$ cat config.mk
export PLATFORM = sky130hd
export DESIGN_NAME = alu_flags
export DESIGN_NICKNAME = d
export VERILOG_FILES = /design/src/rtl/alu_flags.sv
export SDC_FILE = /design/constraint.sdc
export NUM_CORES = 1
export LEC_CHECK = 0
export ABC_CLOCK_PERIOD_IN_PS = 7900
export BUFFER_PORTS_ARGS = -buffer_cell sky130_fd_sc_hd__buf_2
export CORE_MARGIN = 2
export CORE_UTILIZATION = 55
export CTS_BUF_LIST = sky130_fd_sc_hd__clkbuf_8
export DETAILED_ROUTE_END_ITERATION = 6
export GPL_TIMING_DRIVEN = 0
export PLACE_DENSITY = 0.81
export SKIP_LAST_GASP = 1
export SYNTH_ARGS = -nofsm -noshare
export SYNTH_HDL_FRONTEND = slang
export SYNTH_SLANG_ARGS = --single-unit
export TNS_END_PERCENT = 50
$ cat constraint.sdc
create_clock -name clk -period 7.9 [get_ports clk]
set_clock_uncertainty 0.15 [all_clocks]
set_input_delay 1.58 -clock clk [delete_from_list [all_inputs] [get_ports clk]]
set_output_delay 1.58 -clock clk [all_outputs]
set_load 0.01 [all_outputs]
$ cat src/rtl/alu_flags.sv
module alu_flags (
  input  logic        clk,
  input  logic        rst_n,
  input  logic [31:0] opa,
  input  logic [31:0] opb,
  input  logic [2:0]  op,
  input  logic [1:0]  size,
  input  logic        flags_we,
  input  logic        dir_load,
  input  logic        dir_in,
  output logic [31:0] result,
  output logic [6:0]  flags
);
  logic [31:0] mask, am, bm, raw;
  logic [32:0] sum, dif;
  logic        msb_a, msb_b, msb_r, carry_out, is_arith, is_sub;
  logic [5:0]  nxt;
  logic [5:0]  stat_q;
  logic        dir_q;

  assign mask = (size == 2'd0) ? 32'h0000_00FF :
                (size == 2'd1) ? 32'h0000_FFFF : 32'hFFFF_FFFF;
  assign am = opa & mask;
  assign bm = opb & mask;
  assign sum = {1'b0, am} + {1'b0, bm};
  assign dif = {1'b0, am} - {1'b0, bm};
  assign is_sub = (op == 3'd1);
  assign is_arith = (op == 3'd0) || is_sub;

  always_comb begin
    case (op)
      3'd0:    raw = sum[31:0];
      3'd1:    raw = dif[31:0];
      3'd2:    raw = am & bm;
      3'd3:    raw = am | bm;
      default: raw = am ^ bm;
    endcase
  end

  assign result = raw & mask;

  always_comb begin
    case (size)
      2'd0:    begin msb_a = am[7];  msb_b = bm[7];  msb_r = result[7];  carry_out = sum[8];  end
      2'd1:    begin msb_a = am[15]; msb_b = bm[15]; msb_r = result[15]; carry_out = sum[16]; end
      default: begin msb_a = am[31]; msb_b = bm[31]; msb_r = result[31]; carry_out = sum[32]; end
    endcase
  end

  assign nxt[0] = is_arith & (is_sub ? (am < bm) : carry_out);
  assign nxt[1] = ~^result[7:0];
  assign nxt[2] = is_arith & (am[4] ^ bm[4] ^ result[4]);
  assign nxt[3] = (result == 32'd0);
  assign nxt[4] = msb_r;
  assign nxt[5] = is_arith & (msb_r != msb_a) & (is_sub ? (msb_a != msb_b) : (msb_a == msb_b));

  always_ff @(posedge clk or negedge rst_n) begin
    if (!rst_n) begin
      stat_q <= '0;
      dir_q  <= 1'b0;
    end else begin
      if (flags_we) stat_q <= nxt;
      if (dir_load) dir_q <= dir_in;
    end
  end

  assign flags = {dir_q, stat_q};
endmodule


# --- Word level (Yosys, flattened, before mapping) ---
# Cells that the tools add are included.
op_classes:
  addsub: 2
  n_lt_le_gt_ge: 1
  n_eq_ne: 7
  muxes: 9
  n_bitwise: 12
  reduce_logical: 5
op_table:
  columns: ["operator", "count"]
  rows:
  - ["$and A32 B32 Y32", 4]
  - ["$pmux W32 S4", 1]
  - ["$mux W32", 2]
  - ["$add A32 B32 Y33", 1]
  - ["$logic_not A32 Y1", 1]
  - ["$lt A32 B32 Y1", 1]
  - ["$or A32 B32 Y32", 1]
  - ["$sub A32 B32 Y32", 1]
  - ["$xor A32 B32 Y32", 1]
  - ["$pmux W1 S2", 4]
  - ["$reduce_xnor A8 Y1", 1]
  - ["$eq A3 B2 Y1 const B", 2]
  - ["$and A1 B1 Y1", 4]
  - ["$eq A3 B1 Y1 const B", 1]
  - ["$logic_not A3 Y1", 1]
  - ["$eq A2 B1 Y1 const B", 1]
  - ["$logic_not A2 Y1", 1]
  - ["$mux W1", 2]
  - ["$ne A1 B1 Y1", 2]
  - ["$xor A1 B1 Y1", 2]
  - ["$eq A1 B1 Y1", 1]
  - ["$logic_or A1 B1 Y1", 1]
word_totals:
  reg_bits: 7
  input_bits: 74
  wordCells: 38

# --- Logic depth before layout (Yosys ltp) ---
depth:
  word_depth: 11
  ltp_mapped: 20

# --- Least setup slack after synthesis ---
# OpenSTA, ideal clock, no wires.
synth_path:
  kind: "input -> output"
  from: "in size[0]"
  to: "out result[26]"
  arrival_ps: 5234
  setup_slack_ps: 936
  path_stages: 15
  path_cell_list: "clkbuf_1 or2_2 clkbuf_1 clkbuf_1 and2_1 ha_1 clkbuf_1 nand3_1 or4_1 a31oi_1 or2_1 or4b_1 a31oi_1 nor4_1 a211oi_1"
synth_between:
  elab_chain_cells: 7
synth_rtl:
  columns: ["item", "line_no", "source"]
  rows:
  - ["start: declaration", "7", "input logic [1:0] size,"]
  - ["$eq A2 B1 Y1", "22", "(size == 2'd1) ? 32'h0000_FFFF : 32'hFFFF_FFFF;"]
  - ["$mux W32", "22", null]
  - ["$mux W32 (*)", "21", "assign mask = (size == 2'd0) ? 32'h0000_00FF :"]
  - ["$and A32 B32 Y32 (on tied branches)", "23, 24", null]
  - ["$sub A32 B32 Y32 (tied with other cells)", "26", "assign dif = {1'b0, am} - {1'b0, bm};"]
  - ["$pmux W32 S4", "31", "case (op)"]
  - ["$and A32 B32 Y32 (*)", "40", "assign result = raw & mask;"]
  - ["end: declaration", "11", "output logic [31:0] result,"]
# Mark *: on every way between the ends. The rest lies on a longest branch, timed or not.

# --- Worst setup path in the final report ---
layout_path:
  from: "in size[1]"
  to: "out result[27]"
# The elaborated chain is that of the path after synthesis.

==> impl_metrics.csv <==
group,metric,value,unit
outcome,outcome,"complete, no violations",
die,io_pins,113,
die,die_w,114.2,um
critical_path,max_stage_delay,0.49,ns
logic_synthesis,yosys_warnings,0,
worst_hold_path,hp-class,"reg2reg",
die,initial_core_util,56.10,%
timing,timing.fmax,0.1272,GHz
cts,cts-root-buf,"clkbuf_8",
cts,hold_buffers,0,
cts,postCtsSetupRepairBufs,0,
die,num_rows,40,
final_layout,layout-drive-gt1-share,15.45,%
die,fp.dieArea,13050,um2
global_routing,antenna_found_initial,0,
cts,cts_tree,"done",
power_and_ir_drop,power_density,89.28,nW/um2
power_and_ir_drop,leakagePower,3.743,nW
place,place_ws,-0.5467,ns
cts,h-tree-depth,1,
logic_synthesis,ys_seq_area_share,2.621,%
logic_synthesis,synthArstFlopShare,100.0,%
detailed_routing,vias,8437,
logic_synthesis,synth_area_leaders,"ha_1 (22%), a21oi_1 (8.0%), inv_1 (6.0%), nand2_1 (5.8%), nor2_1 (4.8%)",
timing,rsz0062_at_grt,"true",
timing,finalHoldViolCount,0,
cts,clock_latency,0.23,ns
timing,holdWs,0.3526,ns
cts,clk_pin_slew,0.04,ns
critical_path,crit_chain,"buf_2, clkbuf_2, buf_4, clkbuf_2, nand2_1, ha_1, inv_1, a21oi_2, o2111ai_1, a21oi_1, o31ai_2, a311o_1, or2_2, a221oi_1, buf_2",
logic_synthesis,syn_inst,1016,
logic_synthesis,yosysTopAreaCell,"ha_1",
final_layout,area_growth,11.98,%
detailed_routing,drt-wirelength-per-cell,19.98,um
timing,setup_viol,0,
detailed_routing,drt_iter0_drc,1246,
logic_synthesis,netlist-cell-type-count,89,
critical_path,required,6.17,ns
critical_path,cp-start-kind,"primary input",
critical_path,cp_slowest_cell,"ha_1",
timing,fin_crit_sh,99.48,%
global_routing,grt_pass1_wl,38.88,mm
cts,clock-sinks,7,
timing,relSlewSlack,33.74,%
place,dp_hpwl,20.26,mm
detailed_routing,drt.antenna.violating_nets,0,
final_layout,instances_no_fill,1273,
logic_synthesis,synth_edf_count,0,
logic_synthesis,synth-seq-cells,7,
run,cap_violations,0,
logic_synthesis,synth_fp_nets,1209,
timing,period_minus_slack,7.859,ns
detailed_routing,drc,0,
logic_synthesis,synth_ff_type,"dfrtp_1",
critical_path,crit_type,"in2out",
timing,slew_viol_final,0,
place,io_buffers,109,
place,gp_congestion,1.073,
global_routing,overflow,0,
logic_synthesis,avgSynthCellArea,6.577,um2
timing,worstMarginPinSlew,0.9903,ns
timing,fin_ws,0.04092,ns
die,dieHeight,114.2,um
global_routing,grt_start_max_net_pins,11,
cts,numCtsBuffers,3,
detailed_routing,vias_per_cell,6.628,
logic_synthesis,yosysTopAreaCellShare,21.91,%
global_routing,grt_usage,37.51,%
cts,clk_path_buf_depth,2,
global_routing,grt_pass1_vias,7559,
final_layout,diodes,0,
detailed_routing,routed_wirelength,25.43,mm
final_layout,finish.net_count,1320,
detailed_routing,drt_pass1_iterations,6,
critical_path,critPathMaxFanout,10,
logic_synthesis,netlist_area,6683,um2
die,core_area,11910,um2
critical_path,end_kind,"output port",
critical_path,arrival,6.13,ns
power_and_ir_drop,ir_drop,0.00004768,V
place,placed_cells,1272,
==> kinds of logic after synthesis <==
group	after synthesis	share of synthesized area, %
AO/OA/AOI/OAI	360	36.40
multiplexers	13	2.265
adder cells (fa/ha/maj)	119	22.51
XOR/XNOR	13	1.704
buffers and inverters	174	10.63
flip-flops	7	2.621
AND/OR/NAND/NOR	330	23.87
==> placed cells by master (no fill, tap or decap), drive strengths merged, types with 6 or more instances in the layout <==
cell type	instances
o2111ai	7
o22ai	10
a211oi	15
nor3	19
o21a	8
xnor2	13
ha	117
mux2	7
nand3	18
and3	8
a31oi	15
nand2b	10
o31ai	18
nor4	9
dfrtp	7
nor2b	10
o21bai	9
a21oi	108
a211o	8
or2	10
a221oi	6
buf	132
inv	110
o21ai	55
or3	6
nand2	103
a21o	13
and2	29
clkbuf	39
a2111oi	7
o211ai	25
nor2	85
o311ai	6
nand4	8
==> state kept, by name (all words and copies together) (netlist names) <==
name	count
stat_q	6
dir_q	1
==> timing repair <==
action | in CTS | in global routing
setup endpoints to repair | 4 | 6
gates resized for setup | 4 | 9
gates cloned | 0 | 0
pin swaps | 0 | 0
==> cells in the mapped netlist (18+ instances only) <==
| library cell | n |
|---|---|
| clkbuf_1 | 39 |
| and2_1 | 29 |
| o211ai_1 | 25 |
| ha_1 | 117 |
| o21ai_0 | 50 |
| nand2_1 | 103 |
| a21oi_1 | 107 |
| o31ai_1 | 18 |
| nor3_1 | 19 |
| inv_1 | 106 |
| nor2_1 | 85 |
| nand3_1 | 18 |
==> stage by stage <==
step	total power, W	setup TNS, ns	utilization, %	cell area (um2)
after CTS	0.0006464	0	62.68	7466
final	0.0006681	0	62.83	7483
after floorplan	0.0004242	0	-	6683
after detailed placement	0.0005895	-1.410	62.23	7412
after global routing	0.0007155	-0.01470	62.83	7483
after global placement	0.0005857	-1.608	62.23	7412
==> final cells by class <==
class / count / area, um2
sequential: 7 / 175.2
timing repair buffer: 109 / 545.5
tap: 147 / 183.9
multi-input combinational: 835 / 5823
clock buffer: 3 / 41.29
inverter: 112 / 424.2
fill: 1206 / 4428
buffer: 59 / 285.3
clock inverter: 1 / 5.005
==> critical path, delay by kind of cell <==
family,cells,cell delay (ns)
simple gates,2,0.44
buf+inv,6,1.51
compound gates,6,2.08
fa+ha+maj,1,0.49
==> layer usage <==
metal / part of all wire [%] / wire length [um] / vias to the layer above / global-route usage, %
met5: 0 / 0 / - / 0
met4: 6.4 / 1630 / 0 / 20.08
met3: 12 / 3159 / 144 / 6.988
li1: - / - / 3879 / -
met2: 42 / 10660 / 647 / 58.17
met1: 39 / 9981 / 3767 / 49.23
==> power breakdown <==
group | switching [W] | total, W | internal (W)
sequential | 0.00000221 | 0.0000434 | 0.0000412
clock | 0.0000184 | 0.0000528 | 0.0000344
combinational | 0.000364 | 0.000572 | 0.000208
total | 0.000384 | 0.000668 | 0.000284
==> final timing paths <==
path,from,to,slack (ns),cells past startpoint
worst max-delay path,size[1],result[27],0.04,15
worst min-delay path,stat_q[1]$_DFFE_PN0P_,stat_q[1]$_DFFE_PN0P_,0.35,1
worst max register to register,dir_q$_DFFE_PN0P_,dir_q$_DFFE_PN0P_,7.01,1
worst min register to register,stat_q[1]$_DFFE_PN0P_,stat_q[1]$_DFFE_PN0P_,0.35,1
max in group asynchronous,rst_n,dir_q$_DFFE_PN0P_,6.43,1
min in group asynchronous,rst_n,stat_q[0]$_DFFE_PN0P_,1.02,1
(Power assumes the default switching activity.)
